==> src/rtl/gpio_irq_pkg.sv <==
package gpio_irq_pkg;

    localparam int CFG_W = 8;
    localparam int TGT_W = 3;
    localparam logic [CFG_W-1:0] CFG_RST = 8'hE2;

    typedef enum logic [1:0] {
        DET_LEVEL    = 2'b00,
        DET_EDGE_POL = 2'b01,
        DET_FALL     = 2'b10,
        DET_BOTH     = 2'b11
    } det_e;

    typedef enum logic {
        SEL_CFG = 1'b0,
        SEL_STS = 1'b1
    } reg_sel_e;

    // Packed MSB first: tgt[7:5] arm[4] det[3:2] pol[1] en[0]
    typedef struct packed {
        logic [TGT_W-1:0] tgt;
        logic             arm;
        det_e             det;
        logic             pol;
        logic             en;
    } pin_cfg_t;

    function automatic logic det_hit(input pin_cfg_t c, input logic cur, input logic prv);
        logic rise, fall;
        rise = cur & ~prv;
        fall = ~cur & prv;
        unique case (c.det)
            DET_LEVEL:    return c.pol ? cur : ~cur;
            DET_EDGE_POL: return c.pol ? rise : fall;
            DET_FALL:     return fall;
            DET_BOTH:     return rise | fall;
            default:      return 1'b0;
        endcase
    endfunction

endpackage

==> src/rtl/gpio_irq_sync.sv <==
module gpio_irq_sync #(
    parameter int W      = 4,
    parameter int STAGES = 2
) (
    input  logic         clk,
    input  logic         rst,
    input  logic [W-1:0] d,
    output logic [W-1:0] q
);
    logic [W-1:0] stg [STAGES];

    always_ff @(posedge clk) begin
        if (rst) stg[0] <= '0;
        else     stg[0] <= d;
    end

    for (genvar s = 1; s < STAGES; s++) begin : g_stage
        always_ff @(posedge clk) begin
            if (rst) stg[s] <= '0;
            else     stg[s] <= stg[s-1];
        end
    end

    assign q = stg[STAGES-1];
endmodule

==> src/rtl/gpio_irq_pin.sv <==
module gpio_irq_pin
    import gpio_irq_pkg::*;
(
    input  logic             clk,
    input  logic             rst,
    input  logic             pad_s,
    input  logic             cfg_we,
    input  logic [CFG_W-1:0] cfg_wdata,
    input  logic             sts_clr,
    output pin_cfg_t         cfg_o,
    output logic             sts_o,
    output logic             req_o
);
    pin_cfg_t cfg_q;
    logic     prev_q;
    logic     sts_q;
    logic     hit;

    always_ff @(posedge clk) begin
        if (rst)         cfg_q <= pin_cfg_t'(CFG_RST);
        else if (cfg_we) cfg_q <= pin_cfg_t'(cfg_wdata);
    end

    // Edge history: follows the input while armed, held inverted while
    // disarmed, so that arming sees whatever edge the pad level implies.
    always_ff @(posedge clk) begin
        if (rst) prev_q <= 1'b0;
        else     prev_q <= cfg_q.arm ? pad_s : ~pad_s;
    end

    assign hit = cfg_q.arm & det_hit(cfg_q, pad_s, prev_q);

    // Detection takes priority over a software clear.
    always_ff @(posedge clk) begin
        if (rst)          sts_q <= 1'b0;
        else if (hit)     sts_q <= 1'b1;
        else if (sts_clr) sts_q <= 1'b0;
    end

    assign cfg_o = cfg_q;
    assign sts_o = sts_q;
    assign req_o = sts_q & cfg_q.en;
endmodule

==> src/rtl/gpio_irq_route.sv <==
module gpio_irq_route
    import gpio_irq_pkg::*;
#(
    parameter int N       = 4,
    parameter int NUM_TGT = 4
) (
    input  logic                 clk,
    input  logic                 rst,
    input  logic [N-1:0]         req,
    input  logic [N*TGT_W-1:0]   tgt_flat,
    output logic [NUM_TGT-1:0]   irq
);
    logic [NUM_TGT-1:0] any_hit;

    for (genvar t = 0; t < NUM_TGT; t++) begin : g_tgt
        always_comb begin
            any_hit[t] = 1'b0;
            for (int i = 0; i < N; i++) begin
                if (req[i] && tgt_flat[i*TGT_W +: TGT_W] == TGT_W'(t))
                    any_hit[t] = 1'b1;
            end
        end
    end

    always_ff @(posedge clk) begin
        if (rst) irq <= '0;
        else     irq <= any_hit;
    end
endmodule

==> src/rtl/gpio_irq_ctrl.sv <==
module gpio_irq_ctrl
    import gpio_irq_pkg::*;
#(
    parameter int N       = 4,
    parameter int NUM_TGT = 4,
    parameter int SYNC_N  = 2,
    parameter int PIN_W   = (N > 1) ? $clog2(N) : 1,
    parameter int AW      = PIN_W + 1
) (
    input  logic               clk,
    input  logic               rst,
    input  logic [N-1:0]       pad_in,
    input  logic [AW-1:0]      reg_addr,
    input  logic               reg_wr,
    input  logic [7:0]         reg_wdata,
    output logic [7:0]         reg_rdata,
    output logic [NUM_TGT-1:0] irq_out
);
    logic [N-1:0]       pad_s;
    pin_cfg_t           cfg_arr [N];
    logic [N-1:0]       sts_vec;
    logic [N-1:0]       en_vec;
    logic [N-1:0]       arm_vec;
    logic [N-1:0]       req_vec;
    logic [N*TGT_W-1:0] tgt_flat;
    logic [PIN_W-1:0]   a_pin;
    reg_sel_e           a_sel;

    assign a_pin = reg_addr[AW-1:1];
    assign a_sel = reg_sel_e'(reg_addr[0]);

    gpio_irq_sync #(.W(N), .STAGES(SYNC_N)) u_sync (
        .clk (clk),
        .rst (rst),
        .d   (pad_in),
        .q   (pad_s)
    );

    for (genvar i = 0; i < N; i++) begin : g_pin
        logic hit_pin;
        assign hit_pin = reg_wr && (a_pin == PIN_W'(i));

        gpio_irq_pin u_pin (
            .clk       (clk),
            .rst       (rst),
            .pad_s     (pad_s[i]),
            .cfg_we    (hit_pin && a_sel == SEL_CFG),
            .cfg_wdata (reg_wdata),
            .sts_clr   (hit_pin && a_sel == SEL_STS && !reg_wdata[0]),
            .cfg_o     (cfg_arr[i]),
            .sts_o     (sts_vec[i]),
            .req_o     (req_vec[i])
        );

        assign en_vec[i]                     = cfg_arr[i].en;
        assign arm_vec[i]                    = cfg_arr[i].arm;
        assign tgt_flat[i*TGT_W +: TGT_W]    = cfg_arr[i].tgt;
    end

    always_comb begin
        reg_rdata = '0;
        for (int i = 0; i < N; i++) begin
            if (a_pin == PIN_W'(i))
                reg_rdata = (a_sel == SEL_STS) ? {7'b0, sts_vec[i]} : 8'(cfg_arr[i]);
        end
    end

    gpio_irq_route #(.N(N), .NUM_TGT(NUM_TGT)) u_route (
        .clk      (clk),
        .rst      (rst),
        .req      (req_vec),
        .tgt_flat (tgt_flat),
        .irq      (irq_out)
    );
endmodule

==> config.mk <==
export PLATFORM = sky130hd
export DESIGN_NAME = gpio_irq_ctrl
export DESIGN_NICKNAME = d
export VERILOG_FILES = /design/src/rtl/gpio_irq_pkg.sv /design/src/rtl/gpio_irq_sync.sv /design/src/rtl/gpio_irq_pin.sv /design/src/rtl/gpio_irq_route.sv /design/src/rtl/gpio_irq_ctrl.sv
export SDC_FILE = /design/constraint.sdc
export NUM_CORES = 1
export LEC_CHECK = 0
export BUFFER_PORTS_ARGS = -buffer_cell sky130_fd_sc_hd__buf_2
export CAP_MARGIN = 40
export CORE_MARGIN = 3
export CORE_UTILIZATION = 40
export CTS_BUF_LIST = sky130_fd_sc_hd__clkbuf_2
export DETAILED_ROUTE_END_ITERATION = 8
export GPL_ROUTABILITY_DRIVEN = 0
export HOLD_SLACK_MARGIN = 0.1
export PLACE_DENSITY = 0.67
export SYNTH_ARGS = -nofsm -noshare
export SYNTH_HDL_FRONTEND = slang
export SYNTH_SLANG_ARGS = --single-unit
==> constraint.sdc <==
create_clock -name clk -period 1.82 [get_ports clk]
set_input_delay 0.364 -clock clk [delete_from_list [all_inputs] [get_ports clk]]
set_output_delay 0.364 -clock clk [all_outputs]
set_load 0.005 [all_outputs]
### Word level (Yosys, flattened, before mapping)

Memories as Yosys holds them, arrays and structs flattened.
Cells that the tools add are included.

| cells by class | value |
|---|---|
| muxes and demuxes | 53 |
| equality and inequality tests | 27 |
| bitwise operators | 31 |
| reduce and logical (&&, ||, !) cells | 46 |

Operators by type and width:

| cell | number |
|---|---|
| $mux W8 | 8 |
| $mux W1 | 39 |
| $logic_and A1 B1 Y1 | 32 |
| $eq A3 B2 Y1 const B | 8 |
| $eq A2 B2 Y1 const B | 10 |
| $and A1 B1 Y1 | 16 |
| $pmux W1 S4 | 4 |
| $eq A3 B1 Y1 const B | 4 |
| $logic_not A3 Y1 | 4 |
| $eq A2 B1 Y1 const B | 5 |
| $logic_not A2 Y1 | 5 |
| $not A1 Y1 | 9 |
| $mux W4 | 2 |
| $reduce_bool A2 Y1 | 4 |
| $or A1 B1 Y1 | 6 |
| $logic_not A1 Y1 | 1 |

| storage, ports and cells | value |
|---|---|
| input port bits | 18 |
| logic and storage cells | 187 |
| memory bits (writable) | 8 |
| flip-flop bits (word level) | 44 |
| output and inout port bits | 12 |
| memories | 1 |

Memory list:

| memory | depth | width | rd ports | clocked after Yosys merged registers in | write ports | RTL line | text |
|---|---|---|---|---|---|---|---|
| u_sync.stg | 2 | 4 | 2 | 0 | 2 | gpio_irq_sync.sv:10 | `logic [W-1:0] stg [STAGES];` |

### Depth between registers and ports, before layout

| depth | value |
|---|---|
| word-level depth | 6 |
| depth in mapped cells | 6 |
| gate-level depth less buffers | 5 |

### By module

From an unflattened synthesis, not the netlist that was laid out.

| second synthesis, totals | value |
|---|---|
| cell total of the unflattened synthesis | 257 |
| area total of the unflattened synthesis | 2,693.8 um2 |

By module, submodules not included:

| module | cells an instance | instances | area each (um2) | sequential area each (um2) |
|---|---|---|---|---|
| gpio_irq_pin | 46 | 4 | 460.4 | 200.2 |
| gpio_irq_ctrl | 33 | 1 | 346.6 | 0.0 |
| gpio_irq_route | 24 | 1 | 295.3 | 80.1 |
| gpio_irq_sync | 16 | 1 | 210.2 | 160.2 |

### Worst setup path after synthesis

OpenSTA, ideal clock, no wires.

| timing path | value |
|---|---|
| path kind | input-to-output |
| from | input port reg_addr[1] |
| to | output port reg_rdata[0] |
| cell stages on the path | 3 |
| data required time | 1,456 ps |
| buffers on the path | 1 |
| setup slack | 184 ps |
| arrival time | 1,272 ps |
| cells stage by stage | buf_6 > mux4_1 > mux2_2 |

| between the ends | value |
|---|---|
| word-level cells in the longest chain between the ends | 5 |
| elaborated cells between the ends (all ways) | 8 |
| classes of those cells | eq/ne (3); mux (4); reduce/logical (1) |

Ends and longest elaborated chain:

| item | RTL line | text |
|---|---|---|
| start: declaration | gpio_irq_ctrl.sv:13 | `input logic [AW-1:0] reg_addr,` |
| $logic_not A2 Y1 | gpio_irq_ctrl.sv:63 | `if (a_pin == PIN_W'(i))` |
| $mux W8 (3 in a row) | gpio_irq_ctrl.sv:63 |  |
| $mux W8 * | gpio_irq_ctrl.sv:63 |  |
| end: declaration | gpio_irq_ctrl.sv:16 | `output logic [7:0] reg_rdata,` |

Every way passes the cells marked *; elsewhere a longest branch is shown, timed or not.

### Worst setup path after layout

| timing path | value |
|---|---|
| from | register g_pin[3].u_pin.cfg_q, in the netlist g_pin[3].u_pin.cfg_o[0] |
| to | output port reg_rdata[0] |

| between the ends | value |
|---|---|
| word-level cells in the longest chain between the ends | 2 |

Ends and longest elaborated chain:

| item | RTL line | text |
|---|---|---|
| start: declaration | gpio_irq_pin.sv:14 | `pin_cfg_t cfg_q;` |
| start signal: assignment | gpio_irq_pin.sv:20 | `if (rst) cfg_q <= pin_cfg_t'(CFG_RST);` |
| start signal: assignment | gpio_irq_pin.sv:21 | `else if (cfg_we) cfg_q <= pin_cfg_t'(cfg_wdata);` |
| $mux W8 | gpio_irq_ctrl.sv:64 | `reg_rdata = (a_sel == SEL_STS) ? {7'b0, sts_vec[i]} : 8'(cfg_arr[i]);` |
| $mux W8 | gpio_irq_ctrl.sv:63 |  |

No other way between the ends.

==> flow_metrics.env <==
export IMPL_outcome="finished with violations"
export IMPL_failed_checks="negative setup slack"
export IMPL_p_leak_nw=1.43
export IMPL_cp_end_kind="primary output"
export IMPL_cts_tree="built"
export IMPL_fin_crit_ns=2.04
export IMPL_yosys_warnings=0
export IMPL_critPathLaunchType="flip-flop"
export IMPL_seqCellArea_um2=1120
export IMPL_crit_path_cell_trace="mux4_2 -> mux2_4 -> buf_6"
export IMPL_setup_ws_ns=-0.216
export IMPL_nFillCells=552
export IMPL_cts_buffers=5
export IMPL_first_pass_iters=5
export IMPL_gr_total_overflow=0
export IMPL_syn_area_per_cell_um2=9.90
export IMPL_grtUsageTotal=0.173
export IMPL_numPortBuffers=29
export IMPL_wl_per_cell_um=15.2
export IMPL_fin_util=0.539
export IMPL_worstSetupPathType="reg -> out"
export IMPL_fin_area_um2=3320
export IMPL_dpl_hpwl_um=4220
export IMPL_power_density_nw_per_um2=576
export IMPL_synth_cell_types=35
export IMPL_hp_class="in -> reg"
export IMPL_avgViaCountPerCell=5.35
export IMPL_holdWs_ns=0.134
export IMPL_wl_um=6350
export IMPL_yosysSeqAreaShare=0.394
export IMPL_rows=28
export IMPL_ir_worst_vdd_v=0.000362
export IMPL_finalNonFillerCells=418
export IMPL_clk_latency_ns=0.45
export IMPL_synth_area_um2=2640
export IMPL_required_ns=1.46
export IMPL_cap_violations=0
export IMPL_synth_seq_cells=52
export IMPL_vias=2238
export IMPL_fin_nets=368
export IMPL_drive_gt1_frac=0.388
export IMPL_numPlacedInstances=373
export IMPL_h_tree_depth=2
export IMPL_slew_headroom=0.693
export IMPL_grt_pass1_vias=2086
export IMPL_clock_sinks=52
export IMPL_area_growth_pct=25.7
export IMPL_initialDrtViolationCount=155
export IMPL_dieArea_um2=7620
export IMPL_grt_pass1_wl_um=10300
export IMPL_grt_max_degree=33
export IMPL_syn_nets=293
export IMPL_drc=0
export IMPL_cts_root_buf="clkbuf_2"
export IMPL_clockBufferDepth=2
export IMPL_die_h_um=87.3
export IMPL_postRouteAntennaNets=0
export IMPL_setup_viol=8
export IMPL_clk_pin_slew_ns=0.27
export IMPL_final_cell_mix="48 x buf_4, 30 x nand2_1, 28 x nor2_1, 27 x buf_2, 25 x mux2i_1"
export IMPL_clock_skew_ns=0.0308
export IMPL_final_max_slew_viol_count=0
export IMPL_crit_slowest_cell="mux4_2"
export IMPL_num_antenna_cells=0
export IMPL_arrival_ns=1.67
export IMPL_grt_setup_unrepaired="true"
export IMPL_worst_slew_pin_transition_ns=0.460
export IMPL_start_util=0.429
export IMPL_synthCells=267
export IMPL_design_core_area_um2=6170
export IMPL_hold_viol=0
export IMPL_multi_input_area_um2=1450
export IMPL_place_area_um2=2940
export IMPL_cp_max_fo=2
export IMPL_fin_crit_sh=1.12
export IMPL_die_w_um=87.3
export IMPL_antenna_found_initial=0
export IMPL_critPathMaxStageDelay_ns=0.45
export IMPL_pin_count=30
export IMPL_mostFrequentLayoutCell="buf_4"
export IMPL_fmax_mhz=491
==> metal layers <==
metal	up-vias	part of all wire	track usage
met5	-	0	0
met4	0	0.019	0.0488
met3	14	0.059	0.0341
met2	86	0.46	0.279
met1	1034	0.46	0.233
li1	1104	-	-
==> synthesized netlist by cell type <==
master     n  area share
nor4bb_1   1      0.0038
inv_1     12       0.017
o211a_1    2      0.0076
ha_1       8       0.038
and4bb_2   1      0.0047
a41oi_1    4       0.013
a41o_1     4       0.015
dfxtp_1   52        0.39
buf_1      1      0.0014
buf_6      2      0.0085
nand4b_1   5       0.017
buf_8      1      0.0057
and2_1     4      0.0095
nor2b_1   22       0.052
and4b_1    1      0.0038
nand2_1   30       0.043
nor2_1    28       0.040
xor2_1     8       0.027
o211ai_1   3      0.0085
or2_2      1      0.0024
nand4_1   10       0.024
o21ai_0    4      0.0076
or4_1      2      0.0057
a22oi_1    4       0.011
mux2i_1   25       0.095
nand3_1    5      0.0095
buf_2      2      0.0038
clkbuf_1   5      0.0071
nor4b_4    1      0.0090
mux2_2     1      0.0043
o311a_1    2      0.0076
buf_4      2      0.0057
nand2b_1   1      0.0024
mux4_1     9       0.089
a21oi_1    4      0.0076
==> stage by stage <==
step | total power [mW] | setup TNS, ns | setup slack (ns)
3_3_place_gp | 1.45 | -0.843 | -0.121
3_5_place_dp | 1.45 | -0.889 | -0.143
2_1_floorplan | 1.36 | 0 | 0.184
4_1_cts | 1.93 | -1.02 | -0.234
6_report | 1.91 | -0.872 | -0.216
5_1_grt | 2.00 | -1.34 | -0.279
==> logic make-up (layout without fill, tap and decap cells) <==
logic type / Yosys count / count (layout) / synth area share
AOI/OAI and AO/OA: 27 / 27 / 0.0786
xor gates and xnor gates: 8 / 8 / 0.0265
adders and majority gates: 8 / 8 / 0.0379
buffers and inverters: 25 / 101 / 0.0492
DFF: 52 / 52 / 0.394
muxes: 35 / 35 / 0.188
and+or+nand+nor: 112 / 112 / 0.225
==> where the power goes <==
part | internal (mW) | switching [mW] | total [mW]
Combinational | 0.138 | 0.137 | 0.275
Clock | 0.0956 | 0.362 | 0.458
Sequential | 1.16 | 0.0204 | 1.18
Total | 1.39 | 0.520 | 1.91
==> path summary, 6_finish.rpt <==
path	cells past startpoint	slack [ns]	startpoint	endpoint
worst max register to register	4	0.50	u_sync.stg[1][0]	g_pin[0].u_pin.sts_o
worst max-delay path	3	-0.22	g_pin[3].u_pin.cfg_o[0]	reg_rdata[0]
worst min register to register	1	0.46	u_sync.stg[0][2]	u_sync.stg[1][2]
worst min-delay path	2	0.13	pad_in[3]	u_sync.stg[0][3]
==> worst max-delay path, delay by kind of cell, from the launching register on <==
kind	cells	cell delay [ns]
muxes	2	0.73
DFF	1	0.38
buffers and inverters	1	0.11
==> repair_timing <==
action,4_1_cts,5_1_grt
hold endpoints to repair,2,1
hold buffers,2,1
setup endpoints to repair,8,8
buffers inserted,33,1
resized for setup,58,1
==> sequential cells by signal, summed over array words and instances, names as in the netlist <==
name                cells
g_pin.u_pin.cfg_o      32
g_pin.u_pin.prev_q      4
g_pin.u_pin.sts_o       4
u_route.irq             4
u_sync.stg              8
==> cell type report <==
type | count | share of cell area
repair buffers | 81 | 0.174
flip-flops and latches | 52 | 0.336
clock inverters | 2 | 0.00339
clock buffers | 6 | 0.00904
well taps | 75 | 0.0283
multi-input cells | 190 | 0.436
inverters | 12 | 0.0136
Note: power is estimated with default switching activity, not from simulation.
